[src/rtl/ctx_pkg.sv]
package ctx_pkg;
    localparam int BYTE_W  = 8;
    localparam int WORD_W  = 16;
    localparam int DONE_BIT = 7;
    localparam int IE_BIT   = 6;

    typedef enum logic [1:0] {
        ST_IDLE = 2'd0,
        ST_CONV = 2'd1,
        ST_SEND = 2'd2
    } ctx_state_e;

    typedef enum logic [1:0] {
        MODE_7P = 2'b00,
        MODE_7B = 2'b01,
        MODE_8B = 2'b10,
        MODE_UC = 2'b11
    } ctx_mode_e;
endpackage

[src/rtl/ctx_convert.sv]
module ctx_convert
    import ctx_pkg::*;
(
    input  logic [BYTE_W-1:0] byte_i,
    input  ctx_mode_e         mode_i,
    output logic [BYTE_W-1:0] byte_o,
    output logic              suppress_o
);
    logic [BYTE_W-2:0] low7;
    logic              is_lower;

    assign low7     = byte_i[BYTE_W-2:0];
    assign is_lower = (low7 >= 7'h61) && (low7 <= 7'h7A);

    always_comb begin
        byte_o     = byte_i;
        suppress_o = 1'b0;
        unique case (mode_i)
            MODE_7P: suppress_o = (low7 == 7'h00) || (low7 == 7'h7F);
            MODE_7B: byte_o = {1'b0, low7};
            MODE_8B: byte_o = byte_i;
            MODE_UC: begin
                byte_o = {1'b0, low7};
                if (is_lower) byte_o[5] = 1'b0;
            end
            default: byte_o = byte_i;
        endcase
    end
endmodule

[src/rtl/ctx_seq_fsm.sv]
module ctx_seq_fsm
    import ctx_pkg::*;
(
    input  logic clk,
    input  logic rst_n,
    input  logic start_i,
    input  logic suppress_i,
    input  logic ready_i,
    output logic load_o,
    output logic valid_o,
    output logic complete_o
);
    ctx_state_e state_q, state_d;

    always_comb begin
        state_d = state_q;
        unique case (state_q)
            ST_IDLE: state_d = ST_IDLE;
            ST_CONV: state_d = suppress_i ? ST_IDLE : ST_SEND;
            ST_SEND: if (ready_i) state_d = ST_IDLE;
            default: state_d = ST_IDLE;
        endcase
        if (start_i) state_d = ST_CONV;
    end

    always_ff @(posedge clk or negedge rst_n) begin
        if (!rst_n) state_q <= ST_IDLE;
        else        state_q <= state_d;
    end

    always_comb begin
        load_o     = (state_q == ST_CONV);
        valid_o    = (state_q == ST_SEND);
        complete_o = ((state_q == ST_SEND) && ready_i) ||
                     ((state_q == ST_CONV) && suppress_i && !start_i);
    end


    send_hold_chk: assert property (@(posedge clk) disable iff (!rst_n)
        (valid_o && !ready_i && !start_i) |=> valid_o);


    restart_chk: assert property (@(posedge clk) disable iff (!rst_n)
        start_i |=> (load_o && !valid_o));
endmodule

[src/rtl/console_tx_port.sv]
module console_tx_port
    import ctx_pkg::*;
#(
    parameter int CNT_W = 16
) (
    input  logic              clk,
    input  logic              rst_n,
    input  logic              bus_sel,
    input  logic              bus_wr,
    input  logic [1:0]        bus_addr,
    input  logic [15:0]       bus_wdata,
    output logic [15:0]       bus_rdata,
    input  logic [1:0]        out_mode,
    output logic              tx_valid,
    input  logic              tx_ready,
    output logic [7:0]        tx_data,
    output logic              irq,
    output logic [CNT_W-1:0]  sent_count
);
    logic              csr_wr, buf_wr, buf_lo, ie_n;
    logic [BYTE_W-1:0] buf_q, out_q, conv_byte;
    logic              ie_q, done_q, irq_q;
    logic              load, complete, suppress;
    logic [CNT_W-1:0]  cnt_q;

    assign csr_wr = bus_sel && bus_wr && !bus_addr[1] && !bus_addr[0];
    assign buf_wr = bus_sel && bus_wr && bus_addr[1];
    assign buf_lo = buf_wr && !bus_addr[0];
    assign ie_n   = csr_wr ? bus_wdata[IE_BIT] : ie_q;

    ctx_convert u_conv (
        .byte_i     (buf_q),
        .mode_i     (ctx_mode_e'(out_mode)),
        .byte_o     (conv_byte),
        .suppress_o (suppress)
    );

    ctx_seq_fsm u_fsm (
        .clk        (clk),
        .rst_n      (rst_n),
        .start_i    (buf_wr),
        .suppress_i (suppress),
        .ready_i    (tx_ready),
        .load_o     (load),
        .valid_o    (tx_valid),
        .complete_o (complete)
    );

    always_ff @(posedge clk or negedge rst_n) begin
        if (!rst_n) begin
            buf_q  <= '0;
            out_q  <= '0;
            ie_q   <= 1'b0;
            done_q <= 1'b1;
            irq_q  <= 1'b0;
            cnt_q  <= '0;
        end else begin
            if (csr_wr)   ie_q  <= bus_wdata[IE_BIT];
            if (buf_lo)   buf_q <= bus_wdata[BYTE_W-1:0];
            if (load)     out_q <= conv_byte;
            if (complete) cnt_q <= cnt_q + 1'b1;
            if (buf_wr) begin
                done_q <= 1'b0;
                irq_q  <= 1'b0;
            end else if (complete) begin
                done_q <= 1'b1;
                irq_q  <= ie_n;
            end else if (csr_wr) begin
                if (!bus_wdata[IE_BIT])       irq_q <= 1'b0;
                else if (done_q && !ie_q)     irq_q <= 1'b1;
            end
        end
    end

    always_comb begin
        bus_rdata = '0;
        if (bus_addr[1]) begin
            bus_rdata[BYTE_W-1:0] = buf_q;
        end else begin
            bus_rdata[DONE_BIT] = done_q;
            bus_rdata[IE_BIT]   = ie_q;
        end
    end

    assign tx_data    = out_q;
    assign irq        = irq_q;
    assign sent_count = cnt_q;


    irq_needs_done_chk: assert property (@(posedge clk) disable iff (!rst_n)
        irq_q |-> (done_q && ie_q));


    buf_wr_clears_chk: assert property (@(posedge clk) disable iff (!rst_n)
        buf_wr |=> (!done_q && !irq_q));


    count_step_chk: assert property (@(posedge clk) disable iff (!rst_n)
        complete |=> (cnt_q == $past(cnt_q) + 1'b1));


    data_hold_chk: assert property (@(posedge clk) disable iff (!rst_n)
        (tx_valid && !tx_ready && !buf_wr) |=> ($stable(tx_data) && tx_valid));


    valid_not_done_chk: assert property (@(posedge clk) disable iff (!rst_n)
        !(tx_valid && done_q));
endmodule

[config.mk]
export PLATFORM = sky130hd
export DESIGN_NAME = console_tx_port
export DESIGN_NICKNAME = d
export VERILOG_FILES = /design/src/rtl/ctx_pkg.sv /design/src/rtl/ctx_convert.sv /design/src/rtl/ctx_seq_fsm.sv /design/src/rtl/console_tx_port.sv
export SDC_FILE = /design/constraint.sdc
export NUM_CORES = 1
export LEC_CHECK = 0
export BUFFER_PORTS_ARGS = -buffer_cell sky130_fd_sc_hd__clkbuf_2
export CAP_MARGIN = 10
export CORE_MARGIN = 8
export CORE_UTILIZATION = 52
export DETAILED_ROUTE_END_ITERATION = 6
export PLACE_DENSITY = 0.87
export SETUP_SLACK_MARGIN = 0.2
export SLEW_MARGIN = 0
export SYNTH_ARGS = -nofsm -noshare
export SYNTH_HDL_FRONTEND = slang
export SYNTH_SLANG_ARGS = --single-unit
[constraint.sdc]
create_clock -name clk -period 2.7 [get_ports clk]
set_input_delay 0.135 -clock clk [delete_from_list [all_inputs] [get_ports clk]]
set_output_delay 0.135 -clock clk [all_outputs]
set_load 0.05 [all_outputs]
==> run_summary.xml <==
<?xml version="1.0" encoding="UTF-8"?>
<metrics>
  <group name="global_routing">
    <metric name="globalRoute.busiestLayer" unit="">met2</metric>
    <metric name="track_usage" unit="">0.134</metric>
    <metric name="grt_pass1_vias" unit="">1213</metric>
    <metric name="globalRoute.totalOverflow" unit="">0</metric>
    <metric name="wire_length_of_the_first_global_routing_pass" unit="um">5640</metric>
    <metric name="use_met2" unit="">0.206</metric>
    <metric name="grt_antenna_before_repair" unit="">0</metric>
    <metric name="grt_max_degree" unit="">38</metric>
    <metric name="grt_util_met1" unit="">0.162</metric>
    <metric name="use_met3" unit="">0.0360</metric>
  </group>
  <group name="finish">
    <metric name="fill_cells" unit="">290</metric>
    <metric name="antenna_cells" unit="">0</metric>
    <metric name="ratio_of_cells_with_drive_above_1_in_the_final_layout" unit="">0.420</metric>
    <metric name="multi_input_comb_area" unit="um2">772</metric>
    <metric name="final_common_cell" unit="">sky130_fd_sc_hd__clkbuf_2</metric>
    <metric name="layout.area.seq" unit="um2">927</metric>
    <metric name="highest_count_cells_in_the_layout_ignoring_fill_and_taps" unit="">50 x sky130_fd_sc_hd__clkbuf_2, 36 x sky130_fd_sc_hd__dfrtp_1, 16 x sky130_fd_sc_hd__mux2_2</metric>
    <metric name="area_growth" unit="%">17.4</metric>
    <metric name="layout.nets" unit="">230</metric>
  </group>
  <group name="sta">
    <metric name="worst_slack" unit="ps">667</metric>
    <metric name="final-hold-violation-count" unit="">0</metric>
    <metric name="final_count_of_pins_violating_max_slew" unit="">0</metric>
    <metric name="slew_headroom" unit="">0.412</metric>
    <metric name="timing.setup.tns" unit="ps">0</metric>
    <metric name="max_slew.worst_pin.slew" unit="ps">881</metric>
    <metric name="finalCriticalPeriod" unit="ps">2030</metric>
    <metric name="final.period_utilization" unit="">0.753</metric>
    <metric name="clock-skew-final" unit="ps">15.4</metric>
    <metric name="timing.fmax" unit="GHz">0.492</metric>
    <metric name="grt_setup_unrepaired" unit="">no</metric>
    <metric name="report.final.setup_viol" unit="">0</metric>
  </group>
  <group name="hold_path">
    <metric name="hold_path_depth" unit="">2</metric>
    <metric name="hp-class" unit="">in -&gt; reg</metric>
    <metric name="timing.hold.worst_endpoint" unit="">buf_q[5]</metric>
    <metric name="hold_path_startpoint" unit="">bus_wdata[5]</metric>
  </group>
  <group name="floorplanning">
    <metric name="initial_utilization" unit="">0.540</metric>
    <metric name="boundaryPins" unit="">67</metric>
    <metric name="die_height" unit="um">74.6</metric>
    <metric name="design.die.area" unit="um2">5570</metric>
    <metric name="core-area" unit="um2">3310</metric>
    <metric name="rows" unit="">21</metric>
    <metric name="die_w" unit="um">74.6</metric>
  </group>
  <group name="detailed_routing">
    <metric name="ant_nets" unit="">0</metric>
    <metric name="vias_per_cell" unit="">5.10</metric>
    <metric name="detailroute.via_count" unit="">1280</metric>
    <metric name="drt_iter0_drc" unit="">64</metric>
    <metric name="detail_route.wl_per_cell" unit="um">14.1</metric>
    <metric name="detailedRoute.firstPassIterationCount" unit="">4</metric>
    <metric name="route.detailed.drc" unit="">0</metric>
    <metric name="final_wirelength" unit="um">3550</metric>
  </group>
  <group name="setup_path">
    <metric name="critPathMaxFanout" unit="">19</metric>
    <metric name="path_delay_family" unit="">simple AND/OR/NAND/NOR gates</metric>
    <metric name="critical_path.n_buffers_inverters" unit="">1</metric>
    <metric name="worstSetupStartpointType" unit="">flip-flop</metric>
    <metric name="r2r-end" unit="">sent_count[1]</metric>
    <metric name="crit_path_cell_trace" unit="">or4_1 &gt; o22ai_2 &gt; a22o_1 &gt; buf_4 &gt; mux2_2</metric>
    <metric name="worst-endpoint-arrival" unit="ps">2250</metric>
    <metric name="end_kind" unit="">flip-flop</metric>
    <metric name="r2r_setup_slack" unit="ps">670</metric>
    <metric name="r2r.worst_path.cells" unit="">5</metric>
    <metric name="timing_worst_setup_path_type" unit="">reg -&gt; reg</metric>
    <metric name="critical_path.slowest_cell" unit="">sky130_fd_sc_hd__or4_1</metric>
    <metric name="worst_path_largest_cell_delay" unit="ps">540</metric>
    <metric name="rr_startpoint" unit="">buf_q[0]</metric>
    <metric name="critPathRequiredTime" unit="ps">2920</metric>
  </group>
  <group name="clock_network">
    <metric name="cts-root-buf" unit="">sky130_fd_sc_hd__clkbuf_4</metric>
    <metric name="worst_setup_hold_path_clk_slew" unit="ps">90</metric>
    <metric name="cts_htree_levels" unit="">2</metric>
    <metric name="tritoncts" unit="">yes</metric>
    <metric name="post_cts_buffers" unit="">0</metric>
    <metric name="clock_sinks" unit="">37</metric>
    <metric name="clk-insertion-delay-late" unit="ps">340</metric>
    <metric name="clock_tree.buffer_depth" unit="">2</metric>
    <metric name="cts_buffers" unit="">5</metric>
  </group>
  <group name="outcome">
    <metric name="status" unit="">finished, final reports clean</metric>
  </group>
  <group name="synthesis">
    <metric name="ys.warnings.count" unit="">0</metric>
    <metric name="synth_enable_flop_cells" unit="">0</metric>
    <metric name="post_synth_inst_count" unit="">151</metric>
    <metric name="postSynthRegisterBits" unit="">37</metric>
    <metric name="synth-main-ff-cell" unit="">sky130_fd_sc_hd__dfrtp_1</metric>
    <metric name="yosysSeqAreaShare" unit="">0.519</metric>
    <metric name="syn-cell-area" unit="um2">1790</metric>
    <metric name="ys_async_sr_fraction" unit="">1.00</metric>
    <metric name="postSynthAreaPerCell" unit="um2">11.8</metric>
    <metric name="netlist-cell-type-count" unit="">42</metric>
  </group>
  <group name="pwr">
    <metric name="power.leakage" unit="nW">1.04</metric>
    <metric name="peakVddDrop" unit="mV">0.399</metric>
    <metric name="power.density_cell_area" unit="nW/um2">821</metric>
  </group>
  <group name="placement">
    <metric name="port_buffers" unit="">50</metric>
    <metric name="finalWeightedCongestion" unit="">0.752</metric>
    <metric name="dpl_worst_slack" unit="ps">696</metric>
  </group>
  <group name="job">
    <metric name="max_cap_viol_count" unit="">0</metric>
  </group>
</metrics>
-- layout make-up --
class / instances / area share
Sequential cell: 37 / 0.442
Clock buffer: 8 / 0.0280
Multi-Input combinational cell: 104 / 0.368
Inverter: 4 / 0.00716
Timing Repair Buffer: 52 / 0.128
Tap cell: 46 / 0.0274
-- repair_timing --
action,CTS,global route
resized for setup,0,0
endpoints found under the hold margin,36,0
hold buffers,1,0
-- cells in the mapped netlist, drive strengths merged, types with 2 or more instances --
cell,instances,area share
dfrtp,36,0.50
mux2,16,0.10
xnor2,13,0.064
buf,11,0.051
nand4,8,0.028
and3,7,0.025
nand2,7,0.015
nand3,7,0.031
and2,6,0.022
o21ai,5,0.014
inv,4,0.0084
nor2,4,0.0084
a21oi,3,0.0084
and4,2,0.011
clkbuf,2,0.0042
xor2,2,0.014
-- sequential cells by signal, indices dropped and copies added (netlist names) --
name and count:
tx_data 8, sent_count 16, irq 1, buf_q 8, u_fsm.state_q 2, done_q 1
ie_q 1
-- kinds of logic after synthesis --
logic type | count (synthesis) | share of synthesized area
and+or+nand+nor | 51 | 0.182
AOI/OAI and AO/OA | 13 | 0.0476
adders and majority gates | 1 | 0.00700
DFF | 37 | 0.519
buffers and inverters | 17 | 0.0637
other | 1 | 0.00210
muxes | 16 | 0.101
xor gates and xnor gates | 15 | 0.0777
-- per-stage QoR --
stage	util	hold WS, ps	cell area (um2)	total power, mW	cells
after floorplan	-	-161	1810	1.28	158
after global placement	0.613	304	2030	1.42	242
after detailed placement	0.613	296	2030	1.44	242
after CTS	0.634	18.0	2100	1.74	251
after global routing	0.634	14.2	2100	1.81	251
final	0.634	33.2	2100	1.72	251
-- power by group --
| part | switching [mW] | internal (mW) | leakage [nW] |
|---|---|---|---|
| clock | 0.165 | 0.129 | 0.0326 |
| combinational | 0.489 | 0.174 | 0.537 |
| sequential | 0.102 | 0.664 | 0.475 |
-- how the worst max path moves through the flow --
| stage | startpoint | endpoint | slack (ps) | cells after the start |
|---|---|---|---|---|
| 2_1_floorplan | buf_q[1] | sent_count[2] | 880 | 7 |
| 4_1_cts | buf_q[0] | sent_count[1] | 680 | 5 |
| 3_5_place_dp | buf_q[0] | sent_count[1] | 700 | 5 |
| 6_report | buf_q[0] | sent_count[1] | 670 | 5 |
| 5_1_grt | buf_q[0] | sent_count[1] | 620 | 5 |
| 3_3_place_gp | buf_q[0] | sent_count[1] | 700 | 5 |
-- routing by layer --
| metal | wire (um) | up-vias |
|---|---|---|
| met2 | 1690 | 36 |
| met3 | 263 | 10 |
| met1 | 1500 | 610 |
| met5 | 0 | - |
| met4 | 93 | 0 |
| li1 | - | 624 |
Power figures use the tool's default switching activity.
